`src/rtl/sclk_pkg.sv`:
```
package sclk_pkg;
    localparam int PRESC_W  = 4;
    localparam int DIV16_SH = 4;

    typedef struct packed {
        logic               idle_hi;    // 31 clock rest level
        logic               late_ph;    // 30 first edge shifts
        logic               msb_first;  // 29 bit order
        logic               slow16;     // 28 extra divide by 16
        logic [PRESC_W-1:0] presc;      // 27:24
        logic [2:0]         rsv_hi;
        logic               sel_low;    // 20 select active low
        logic [3:0]         len_m1;     // 19:16
        logic [3:0]         lead;       // 15:12
        logic [3:0]         lag;        // 11:8
        logic [4:0]         gap;        // 7:3
        logic [2:0]         rsv_lo;
    } mode_t;

    localparam logic [31:0] MODE_RESET = 32'h0010_0008;

    typedef enum logic [2:0] {ST_IDLE, ST_LEAD, ST_SHIFT, ST_GAP, ST_LAG} frame_st_t;

    function automatic logic [4:0] bits_of(mode_t m);
        return (m.len_m1 < 4'd3) ? 5'd4 : ({1'b0, m.len_m1} + 5'd1);
    endfunction
endpackage

```
`src/rtl/sclk_modebank.sv`:
```
module sclk_modebank
    import sclk_pkg::*;
#(
    parameter int NCS = 4,
    localparam int CSW = (NCS > 1) ? $clog2(NCS) : 1
) (
    input  logic           clk,
    input  logic           rst_n,
    input  logic           we,
    input  logic [CSW-1:0] wsel,
    input  logic [31:0]    wdata,
    input  logic [CSW-1:0] rsel,
    output mode_t          rmode,
    output logic [NCS-1:0] idle_lvl
);
    mode_t regs [NCS];

    for (genvar i = 0; i < NCS; i++) begin : g_word
        always_ff @(posedge clk or negedge rst_n) begin
            if (!rst_n) begin
                regs[i] <= mode_t'(MODE_RESET);
            end else if (we && (wsel == CSW'(i))) begin
                regs[i] <= mode_t'(wdata);
            end
        end
        assign idle_lvl[i] = regs[i].sel_low;
    end

    always_comb begin
        rmode = mode_t'(MODE_RESET);
        for (int i = 0; i < NCS; i++) begin
            if (rsel == CSW'(i)) rmode = regs[i];
        end
    end
endmodule

```
`src/rtl/sclk_halftick.sv`:
```
module sclk_halftick
    import sclk_pkg::*;
#(
    localparam int CW = PRESC_W + DIV16_SH + 2
) (
    input  logic  clk,
    input  logic  rst_n,
    input  logic  restart,
    input  logic  run,
    input  mode_t tmode,
    output logic  tick
);
    logic [CW-1:0] cnt;
    logic [CW-1:0] top;

    always_comb begin
        top = ((CW'(tmode.presc) + CW'(1)) << (tmode.slow16 ? (DIV16_SH + 1) : 1)) - CW'(1);
    end

    always_ff @(posedge clk or negedge rst_n) begin
        if (!rst_n) begin
            cnt <= '0;
        end else if (restart) begin
            cnt <= top;
        end else if (run) begin
            cnt <= (cnt == '0) ? top : (cnt - 1'b1);
        end
    end

    assign tick = run && !restart && (cnt == '0);

    assert_cnt_bound_R3: assert property (@(posedge clk) disable iff (!rst_n)
        (run && !restart) |-> (cnt <= top));
endmodule

```
`src/rtl/sclk_framer.sv`:
```
module sclk_framer
    import sclk_pkg::*;
#(
    parameter int NCS = 4,
    parameter int CHW = 8,
    localparam int CSW = (NCS > 1) ? $clog2(NCS) : 1,
    localparam int SEG_W = 7
) (
    input  logic           clk,
    input  logic           rst_n,
    input  logic           start,
    input  logic [CSW-1:0] start_sel,
    input  logic [CHW-1:0] chars_m1,
    input  mode_t          sel_mode,
    input  logic           tick,
    output logic           accept,
    output mode_t          tim_mode,
    output mode_t          act_mode,
    output logic [CSW-1:0] act_sel,
    output logic           busy,
    output logic           done,
    output logic           sck,
    output logic           sample_stb,
    output logic           launch_stb
);
    frame_st_t      st, nx;
    mode_t          lat;
    logic [SEG_W-1:0] seg;
    logic [5:0]     edge_n;
    logic [CHW-1:0] left;
    logic           sck_q, samp_q, lnch_q, done_q;
    logic [4:0]     bits_act;
    logic           last_edge;

    assign bits_act  = bits_of(lat);
    assign last_edge = (edge_n == (6'({bits_act, 1'b0}) - 6'd1));
    assign accept    = start && (st == ST_IDLE);
    assign tim_mode  = accept ? sel_mode : lat;

    always_comb begin
        nx = st;
        unique case (st)
            ST_IDLE:  if (start) nx = (sel_mode.lead != 4'd0) ? ST_LEAD : ST_SHIFT;
            ST_LEAD:  if (tick && seg == SEG_W'(1)) nx = ST_SHIFT;
            ST_SHIFT: if (tick && last_edge) begin
                          if (left == '0)              nx = ST_LAG;
                          else if (lat.gap != 5'd0)    nx = ST_GAP;
                          else                         nx = ST_SHIFT;
                      end
            ST_GAP:   if (tick && seg == SEG_W'(1)) nx = ST_SHIFT;
            ST_LAG:   if (tick && seg == SEG_W'(1)) nx = ST_IDLE;
            default:  nx = ST_IDLE;
        endcase
    end

    always_ff @(posedge clk or negedge rst_n) begin
        if (!rst_n) st <= ST_IDLE;
        else        st <= nx;
    end

    always_ff @(posedge clk or negedge rst_n) begin
        if (!rst_n) begin
            lat     <= mode_t'(MODE_RESET);
            act_sel <= '0;
            seg     <= '0;
            edge_n  <= '0;
            left    <= '0;
            sck_q   <= 1'b0;
            samp_q  <= 1'b0;
            lnch_q  <= 1'b0;
            done_q  <= 1'b0;
        end else begin
            samp_q <= 1'b0;
            lnch_q <= 1'b0;
            done_q <= 1'b0;
            unique case (st)
                ST_IDLE: if (start) begin
                    lat     <= sel_mode;
                    act_sel <= start_sel;
                    left    <= chars_m1;
                    edge_n  <= '0;
                    sck_q   <= sel_mode.idle_hi;
                    seg     <= SEG_W'({sel_mode.lead, 1'b0});
                end
                ST_LEAD, ST_GAP: if (tick) seg <= seg - 1'b1;
                ST_LAG: if (tick) begin
                    seg    <= seg - 1'b1;
                    done_q <= (seg == SEG_W'(1));
                end
                ST_SHIFT: if (tick) begin
                    sck_q  <= ~sck_q;
                    samp_q <= (edge_n[0] == lat.late_ph);
                    lnch_q <= (edge_n[0] != lat.late_ph);
                    if (last_edge) begin
                        edge_n <= '0;
                        left   <= left - 1'b1;
                        seg    <= (left == '0) ? SEG_W'({lat.lag, 1'b1}) : SEG_W'({lat.gap, 1'b0});
                    end else begin
                        edge_n <= edge_n + 1'b1;
                    end
                end
                default: ;
            endcase
        end
    end

    assign act_mode   = lat;
    assign busy       = (st != ST_IDLE);
    assign done       = done_q;
    assign sck        = sck_q;
    assign sample_stb = samp_q;
    assign launch_stb = lnch_q;

    assert_strobe_excl_R4: assert property (@(posedge clk) disable iff (!rst_n)
        !(samp_q && lnch_q));
    assert_strobe_on_edge_R4: assert property (@(posedge clk) disable iff (!rst_n)
        (samp_q || lnch_q) |-> (sck_q != $past(sck_q)));
    assert_idle_level_R2: assert property (@(posedge clk) disable iff (!rst_n)
        (st == ST_IDLE) |-> (sck_q == lat.idle_hi));
    assert_mode_frozen_R12: assert property (@(posedge clk) disable iff (!rst_n)
        ((st != ST_IDLE) && ($past(st) != ST_IDLE)) |-> $stable(lat));
    assert_done_idle_R8: assert property (@(posedge clk) disable iff (!rst_n)
        done_q |-> (st == ST_IDLE));
endmodule

```
`src/rtl/sclk_csgen.sv`:
```
module sclk_csgen
    import sclk_pkg::*;
#(
    parameter int NCS = 4,
    parameter int CHW = 8,
    localparam int CSW = (NCS > 1) ? $clog2(NCS) : 1
) (
    input  logic           clk,
    input  logic           rst_n,
    input  logic           cfg_we,
    input  logic [CSW-1:0] cfg_sel,
    input  logic [31:0]    cfg_word,
    input  logic           xfer_start,
    input  logic [CSW-1:0] xfer_sel,
    input  logic [CHW-1:0] xfer_chars_m1,
    output logic           busy,
    output logic           done,
    output logic           sck,
    output logic           sample_stb,
    output logic           launch_stb,
    output logic [4:0]     char_bits,
    output logic           msb_first,
    output logic [NCS-1:0] cs_line
);
    mode_t          sel_mode, tim_mode, act_mode;
    logic [NCS-1:0] idle_lvl;
    logic [CSW-1:0] act_sel;
    logic           accept, tick;

    sclk_modebank #(.NCS(NCS)) u_bank (
        .clk(clk), .rst_n(rst_n), .we(cfg_we), .wsel(cfg_sel), .wdata(cfg_word),
        .rsel(xfer_sel), .rmode(sel_mode), .idle_lvl(idle_lvl)
    );

    sclk_halftick u_tick (
        .clk(clk), .rst_n(rst_n), .restart(accept), .run(busy),
        .tmode(tim_mode), .tick(tick)
    );

    sclk_framer #(.NCS(NCS), .CHW(CHW)) u_frame (
        .clk(clk), .rst_n(rst_n), .start(xfer_start), .start_sel(xfer_sel),
        .chars_m1(xfer_chars_m1), .sel_mode(sel_mode), .tick(tick),
        .accept(accept), .tim_mode(tim_mode), .act_mode(act_mode), .act_sel(act_sel),
        .busy(busy), .done(done), .sck(sck), .sample_stb(sample_stb), .launch_stb(launch_stb)
    );

    assign char_bits = bits_of(act_mode);
    assign msb_first = act_mode.msb_first;

    for (genvar i = 0; i < NCS; i++) begin : g_cs
        assign cs_line[i] = (busy && act_sel == CSW'(i)) ? ~act_mode.sel_low : idle_lvl[i];
    end
endmodule

```
`config.mk`:
```
export PLATFORM = sky130hd
export DESIGN_NAME = sclk_csgen
export DESIGN_NICKNAME = d
export VERILOG_FILES = /design/src/rtl/sclk_pkg.sv /design/src/rtl/sclk_modebank.sv /design/src/rtl/sclk_halftick.sv /design/src/rtl/sclk_framer.sv /design/src/rtl/sclk_csgen.sv
export SDC_FILE = /design/constraint.sdc
export NUM_CORES = 1
export LEC_CHECK = 0
export ABC_AREA = 1
export ABC_CLOCK_PERIOD_IN_PS = 3100
export BUFFER_PORTS_ARGS = -buffer_cell sky130_fd_sc_hd__buf_2
export CORE_ASPECT_RATIO = 1.5
export CORE_MARGIN = 2
export CORE_UTILIZATION = 60
export DETAILED_ROUTE_END_ITERATION = 6
export GPL_ROUTABILITY_DRIVEN = 0
export PLACE_DENSITY = 0.77
export SLEW_MARGIN = 10
export SYNTH_ARGS = -nofsm -noshare
export SYNTH_HDL_FRONTEND = slang
export SYNTH_HIERARCHICAL = 1
export SYNTH_SLANG_ARGS = --single-unit
export TNS_END_PERCENT = 100
```
`constraint.sdc`:
```
create_clock -name clk -period 3.1 [get_ports clk]
set_input_delay 0.31 -clock clk [delete_from_list [all_inputs] [get_ports clk]]
set_output_delay 0.31 -clock clk [all_outputs]
set_load 0.03 [all_outputs]
```
=== Yosys cells after proc, flatten, opt, wreduce, memory -nomap -nowiden ===
Cells that the tools add are included.

* Memories: 0
* Register bits: 199
* Output and inout port bits: 15
* Logic and storage cells: 183
* Bits in latches: 0
* ROM bits: 0
* Input port bits: 48
* Memory bits (writable): 0

* Bitwise logic cells: 2
* Add/sub/neg operators: 8
* Equality and inequality tests: 24
* Shift-type cells: 1
* Order comparisons: 1
* $mul: 0
* Divide/modulo/power cells: 0
* Reduce and logical (&&, ||, !) cells: 33
* Mux-type cells: 45

{| class="wikitable"
|+ Operator list
! kind !! number
|-
| 32-bit two-way mux || 4
|-
| 10-bit by 32-bit left shift with 10-bit output || 1
|-
| 10-bit two-way mux || 3
|-
| 29-bit two-way mux || 1
|-
| 7-bit two-way mux || 4
|-
| 6-bit two-way mux || 4
|-
| 8-bit two-way mux || 3
|-
| 7-bit one-hot mux with 3 select lines || 1
|-
| 10-bit by 1-bit subtractor with 10-bit output (second input constant) || 2
|-
| 3-bit two-way mux || 6
|-
| 8-bit one-hot mux with 2 select lines || 1
|-
| 1-bit logical AND || 13
|-
| 1-bit two-way mux || 13
|-
| 2-bit == test (second input constant) || 6
|-
| 2-bit by 1-bit inequality test with 1-bit output (second input constant) || 6
|-
| 3-bit one-hot mux with 4 select lines || 1
|-
| 6-bit one-hot mux with 2 select lines || 1
|-
| 4-bit by 1-bit adder with 5-bit output (second input constant) || 2
|-
| 10-bit zero test || 1
|-
| 8-bit zero test || 1
|-
| 4-bit AND reduction || 2
|-
| 8-bit by 1-bit subtractor with 8-bit output (second input constant) || 1
|-
| 7-bit by 1-bit == test with 1-bit output (second input constant) || 1
|-
| 7-bit by 1-bit subtractor with 7-bit output (second input constant) || 1
|-
| other kinds (27) || 35
|}

=== Logic depth before layout (Yosys ltp) ===
* Depth in word-level cells: 12
* Gate-level depth with buffers: 21
* Gate-level depth less buffers: 20

=== By module ===
Netlist, hierarchy kept.

{| class="wikitable"
|+ Modules (own cells, without submodules)
! module !! area each (um^2) !! seq. area each (um^2) !! instances !! cells each
|-
| sclk_modebank || 5,427.7 || 3,213.1 || 1 || 633
|-
| sclk_framer || 3,342.0 || 1,554.0 || 1 || 434
|-
| sclk_halftick || 1,006.0 || 250.2 || 1 || 145
|-
| sclk_csgen || 176.4 || 0.0 || 1 || 36
|}

=== Worst setup path after synthesis ===
OpenSTA, ideal clock, no wires.

* Path type: reg2reg
* From: register u_frame.st[0]
* To: register u_tick.cnt[7]
* Path buffers: 1
* Library setup time: 0.121 ns
* Required time: 2.979 ns
* Clock period less this slack: 2.799 ns
* Stages on the path, launching flop included: 18
* Slack: 0.301 ns
* Arrival time: 2.677 ns
* Cell sequence: dfrtp_1 nor2_2 inv_2 nor2_2 inv_2 nor2_4 clkbuf_1 nand2_1 nand2_1 ha_1 nand2_1 ha_1 nand2_1 nor2_4 nand2_1 xor2_1 nand2_1 nand2_1

* Elaborated cells on any way between the ends: 12
* Those cells by class: add/sub: 2; shift: 1; mux: 5; reduce/logical: 4

{| class="wikitable"
|+ RTL lines
! element !! RTL line !! source
|-
| start: declaration || sclk_framer.sv:26 || <nowiki>frame_st_t st, nx;</nowiki>
|-
| start signal: assignment || sclk_framer.sv:58 || <nowiki>else st <= nx;</nowiki>
|-
| 3-bit nonzero test || sclk_framer.sv:108 || <nowiki>assign busy = (st != ST_IDLE);</nowiki>
|-
| net busy || sclk_csgen.sv:16 || <nowiki>output logic busy,</nowiki>
|-
| 2-bit nonzero test (no line) || -- ||
|-
| end signal: assignment || sclk_halftick.sv:24 || <nowiki>cnt <= top;</nowiki>
|-
| end signal: assignment || sclk_halftick.sv:26 || <nowiki>cnt <= (cnt == '0) ? top : (cnt - 1'b1);</nowiki>
|-
| end: declaration || sclk_halftick.sv:13 || <nowiki>logic [CW-1:0] cnt;</nowiki>
|}

The timed path passes the listed nets, and every way through them passes these cells. The select of a mux whose other input is x is not followed.
A chain may end at the register's enable or synchronous reset.

=== Worst setup path in the final report ===
* From: register u_frame.lat (netlist bit u_frame/act_mode[16])
* To: register u_frame.left[6]

* Longest elaborated chain between the ends: 6
* Elaborated cells on any way between the ends: 7
* Those cells by class: add/sub: 2; order compare: 1; eq/ne: 2; mux: 1; reduce/logical: 1

{| class="wikitable"
|+ Ends and longest elaborated chain
! element !! RTL line !! source
|-
| start: declaration || sclk_framer.sv:27 || <nowiki>mode_t lat;</nowiki>
|-
| start signal: assignment || sclk_framer.sv:63 || <nowiki>lat <= mode_t'(MODE_RESET);</nowiki>
|-
| start signal: assignment || sclk_framer.sv:78 || <nowiki>lat <= sel_mode;</nowiki>
|-
| 4-bit by 1-bit adder with 5-bit output or 4-bit by 2-bit < comparator with 1-bit output (tied branches) || sclk_pkg.sv:25 || <nowiki>return (m.len_m1 < 4'd3) ? 5'd4 : ({1'b0, m.len_m1} + 5'd1);</nowiki>
|-
| 5-bit two-way mux (*) || sclk_pkg.sv:25 ||
|-
| 6-bit by 1-bit subtractor with 6-bit output (*) || sclk_framer.sv:36 || <nowiki>assign last_edge = (edge_n == (6'({bits_act, 1'b0}) - 6'd1));</nowiki>
|-
| 6-bit == test (*) || sclk_framer.sv:36 ||
|-
| 2-bit by 1-bit inequality test with 1-bit output (no line) (*) || -- ||
|-
| 4-bit AND reduction (no line) (*) || -- ||
|-
| end signal: assignment || sclk_framer.sv:80 || <nowiki>left <= chars_m1;</nowiki>
|-
| end signal: assignment || sclk_framer.sv:96 || <nowiki>left <= left - 1'b1;</nowiki>
|-
| end: declaration || sclk_framer.sv:30 || <nowiki>logic [CHW-1:0] left;</nowiki>
|}

Mark *: on every way between the ends. The rest lies on a longest branch, timed or not.

==> key figures <==
Run status
  – Status: complete, no violations

Global routing
  – Initial antenna violation count: 0
  – Largest net degree at the start of global routing: 86
  – Vias in the first global route: 6,984
  – GRT Total Usage: 26.2%
  – Global route overflow: 0
  – First-pass GRT wire length: 31,800 µm

Placement
  – Dpl cells: 1,309
  – Post-place setup slack: 447 ps
  – Area after DPL: 8990 µm²
  – Port Buf Inserts: 56
  – HPWL after detailed placement: 12,800 µm

Finish
  – Commonest non-fill, non-tap cell in the layout: nand2_1
  – Antenna Cells: 0
  – Layout cell share with drive strength beyond 1: 15.7%
  – Final core utilization: 68.7%
  – # nets final: 1,195
  – Syn-to-layout area delta: 11.8%
  – Non-Filler Instances: 1,342
  – Most frequent cells in the layout: nand2_1 (400), dfrtp_1 (155), o21ai_0 (136)
  – Post-route cell area: 9610 µm²

Clocking
  – Clock sink total: 165
  – Postcts setup bufs: 0
  – Clock tree from TritonCTS: built
  – CTS HTree Levels: 4
  – CTS Root Buffer Type: clkbuf_16
  – Number of buffers created by CTS: 17
  – Clock transition at path regs: 60 ps
  – Clock Latency Late Sink: 420 ps
  – Clk buf depth: 2

Drt
  – Routed vias: 7,247
  – Post-DRT Antenna Nets: 0
  – Drt first-iter violations: 457
  – First-pass iteration count of the detailed router: 5
  – Detailed-route wire length: 18,600 µm
  – Drt drc: 0
  – DR WL/cell: 13.9 µm
  – Vias/cell: 5.40

Pwr
  – Post-layout power: 8.22 mW
  – PwrDens: 855 nW/µm²
  – VDD IR max: 0.000436 V
  – Lkg Pwr: 4.82 nW

STA
  – Post-layout worst setup margin: 474 ps
  – Min Hold Slack: 169 ps
  – Fmax: 381 MHz
  – Skew final: 14.8 ps
  – Slew @ Worst Pin: 788 ps
  – Final hold vios: 0
  – Min Clock Period, post-route: 2630 ps
  – Normalized max-slew margin: 47.4%
  – Post-Route Setup TNS: 0 ps
  – Pins over their slew limit: 0
  – Setup violators final: 0
  – RSZ-0062 raised after global routing: false
  – Final Cycle Share: 84.7%

Critical path
  – RR Startpoint: u_frame/act_mode[16]$_DFFE_PN0P_
  – Worst setup SP type: flip-flop
  – Crit path max fanout: 13
  – R2R Setup Slk: 470 ps
  – Critical setup path kind: flip-flop to flip-flop
  – Worst Setup End Kind: flip-flop
  – FF-to-FF path depth: 14
  – Worst path arrival time: 2990 ps
  – Worst reg2reg endpoint: u_frame/left[6]$_DFFE_PN0P_
  – Worst path required time: 3460 ps

Floorplan
  – Starting Density: 61.4%
  – Core area: 14,000 µm²
  – Row cnt: 53
  – Die H: 151 µm
  – DIE AREA: 15,300 µm²
  – Die width: 102 µm
  – # IOs: 63

Synthesis
  – Syn nets: 1,154
  – YS warnings: 6
  – Mapped cell area: 8590 µm²
  – Gate Count Post-Synth: 1,096
  – Avg Cell Area, Syn: 7.84 µm²

Min path
  – Worst hold path depth: 3
  – Hold path startpoint: cfg_word[20]
  – Worst hold endpoint: u_bank/idle_lvl[0]$_DFFE_PN1P_
  – Hold Path Class: input port to flip-flop

Job
  – Max Cap Viol: 0
-- state kept, by name, summed over array words and instances (netlist names), 2 cells and up --
register	flops
u_bank/idle_lvl	4
u_bank/regs	100
u_frame/act_mode	21
u_frame/act_sel	2
u_frame/edge_n	6
u_frame/left	8
u_frame/seg	7
u_frame/st	3
u_tick/cnt	10
-- per-layer routing --
| layer | up-vias | global-route usage [%] | wire [µm] | share of wire [%] |
|---|---|---|---|---|
| li1 | 3632 | - | - | - |
| met1 | 3410 | 31.9 | 8090 | 43 |
| met2 | 177 | 46.1 | 9400 | 50 |
| met3 | 28 | 5.01 | 856 | 4.6 |
| met4 | 0 | 8.78 | 294 | 1.6 |
| met5 | - | 0 | 0 | 0 |
-- power breakdown --
part	leakage, nW	switching [mW]	internal (mW)
logic	2.47	1.92	1.06
clock network	0.283	0.833	1.28
registers	2.06	0.417	2.71
-- timing repair --
action                    4_1_cts  5_1_grt
hold buffers                    1        0
hold endpoints to repair       72        0
gates resized for setup         0        0
-- worst max-delay path, cell delays in order (launching register included) --
cell      delay (ps)
dfrtp_1          460
ha_1             260
inv_1            110
nand3_4          110
nand2_1          100
ha_1             240
xor2_1           140
nand2_1           80
a21oi_2          110
nand3_2          100
o21bai_4         370
nand2_4          210
inv_2            160
nand2_1           70
nand2_1           50
-- worst max-delay path by stage --
stage	startpoint	end	slack, ps	cells after the start
after floorplan	u_frame/st[0]$_DFFE_PN0P_	u_tick/cnt[7]$_DFFE_PN0P_	340	17
after global placement	xfer_sel[0]	u_tick/cnt[7]$_DFFE_PN0P_	500	17
after detailed placement	xfer_sel[0]	u_tick/cnt[7]$_DFFE_PN0P_	450	17
after CTS	u_frame/act_mode[16]$_DFFE_PN0P_	u_frame/left[6]$_DFFE_PN0P_	470	14
after global routing	u_frame/act_mode[16]$_DFFE_PN0P_	u_frame/left[6]$_DFFE_PN0P_	220	14
final	u_frame/act_mode[16]$_DFFE_PN0P_	u_frame/left[6]$_DFFE_PN0P_	470	14
-- cell type report --
class | count | area [µm²]
Clock buffer | 23 | 488
Clock inverter | 9 | 116
Fill cell | 1175 | 4380
Inverter | 106 | 400
Multi-Input combinational cell | 773 | 3790
Sequential cell | 165 | 4140
Tap cell | 192 | 240
Timing Repair Buffer | 74 | 437
Note: power is estimated with default switching activity, not from simulation.
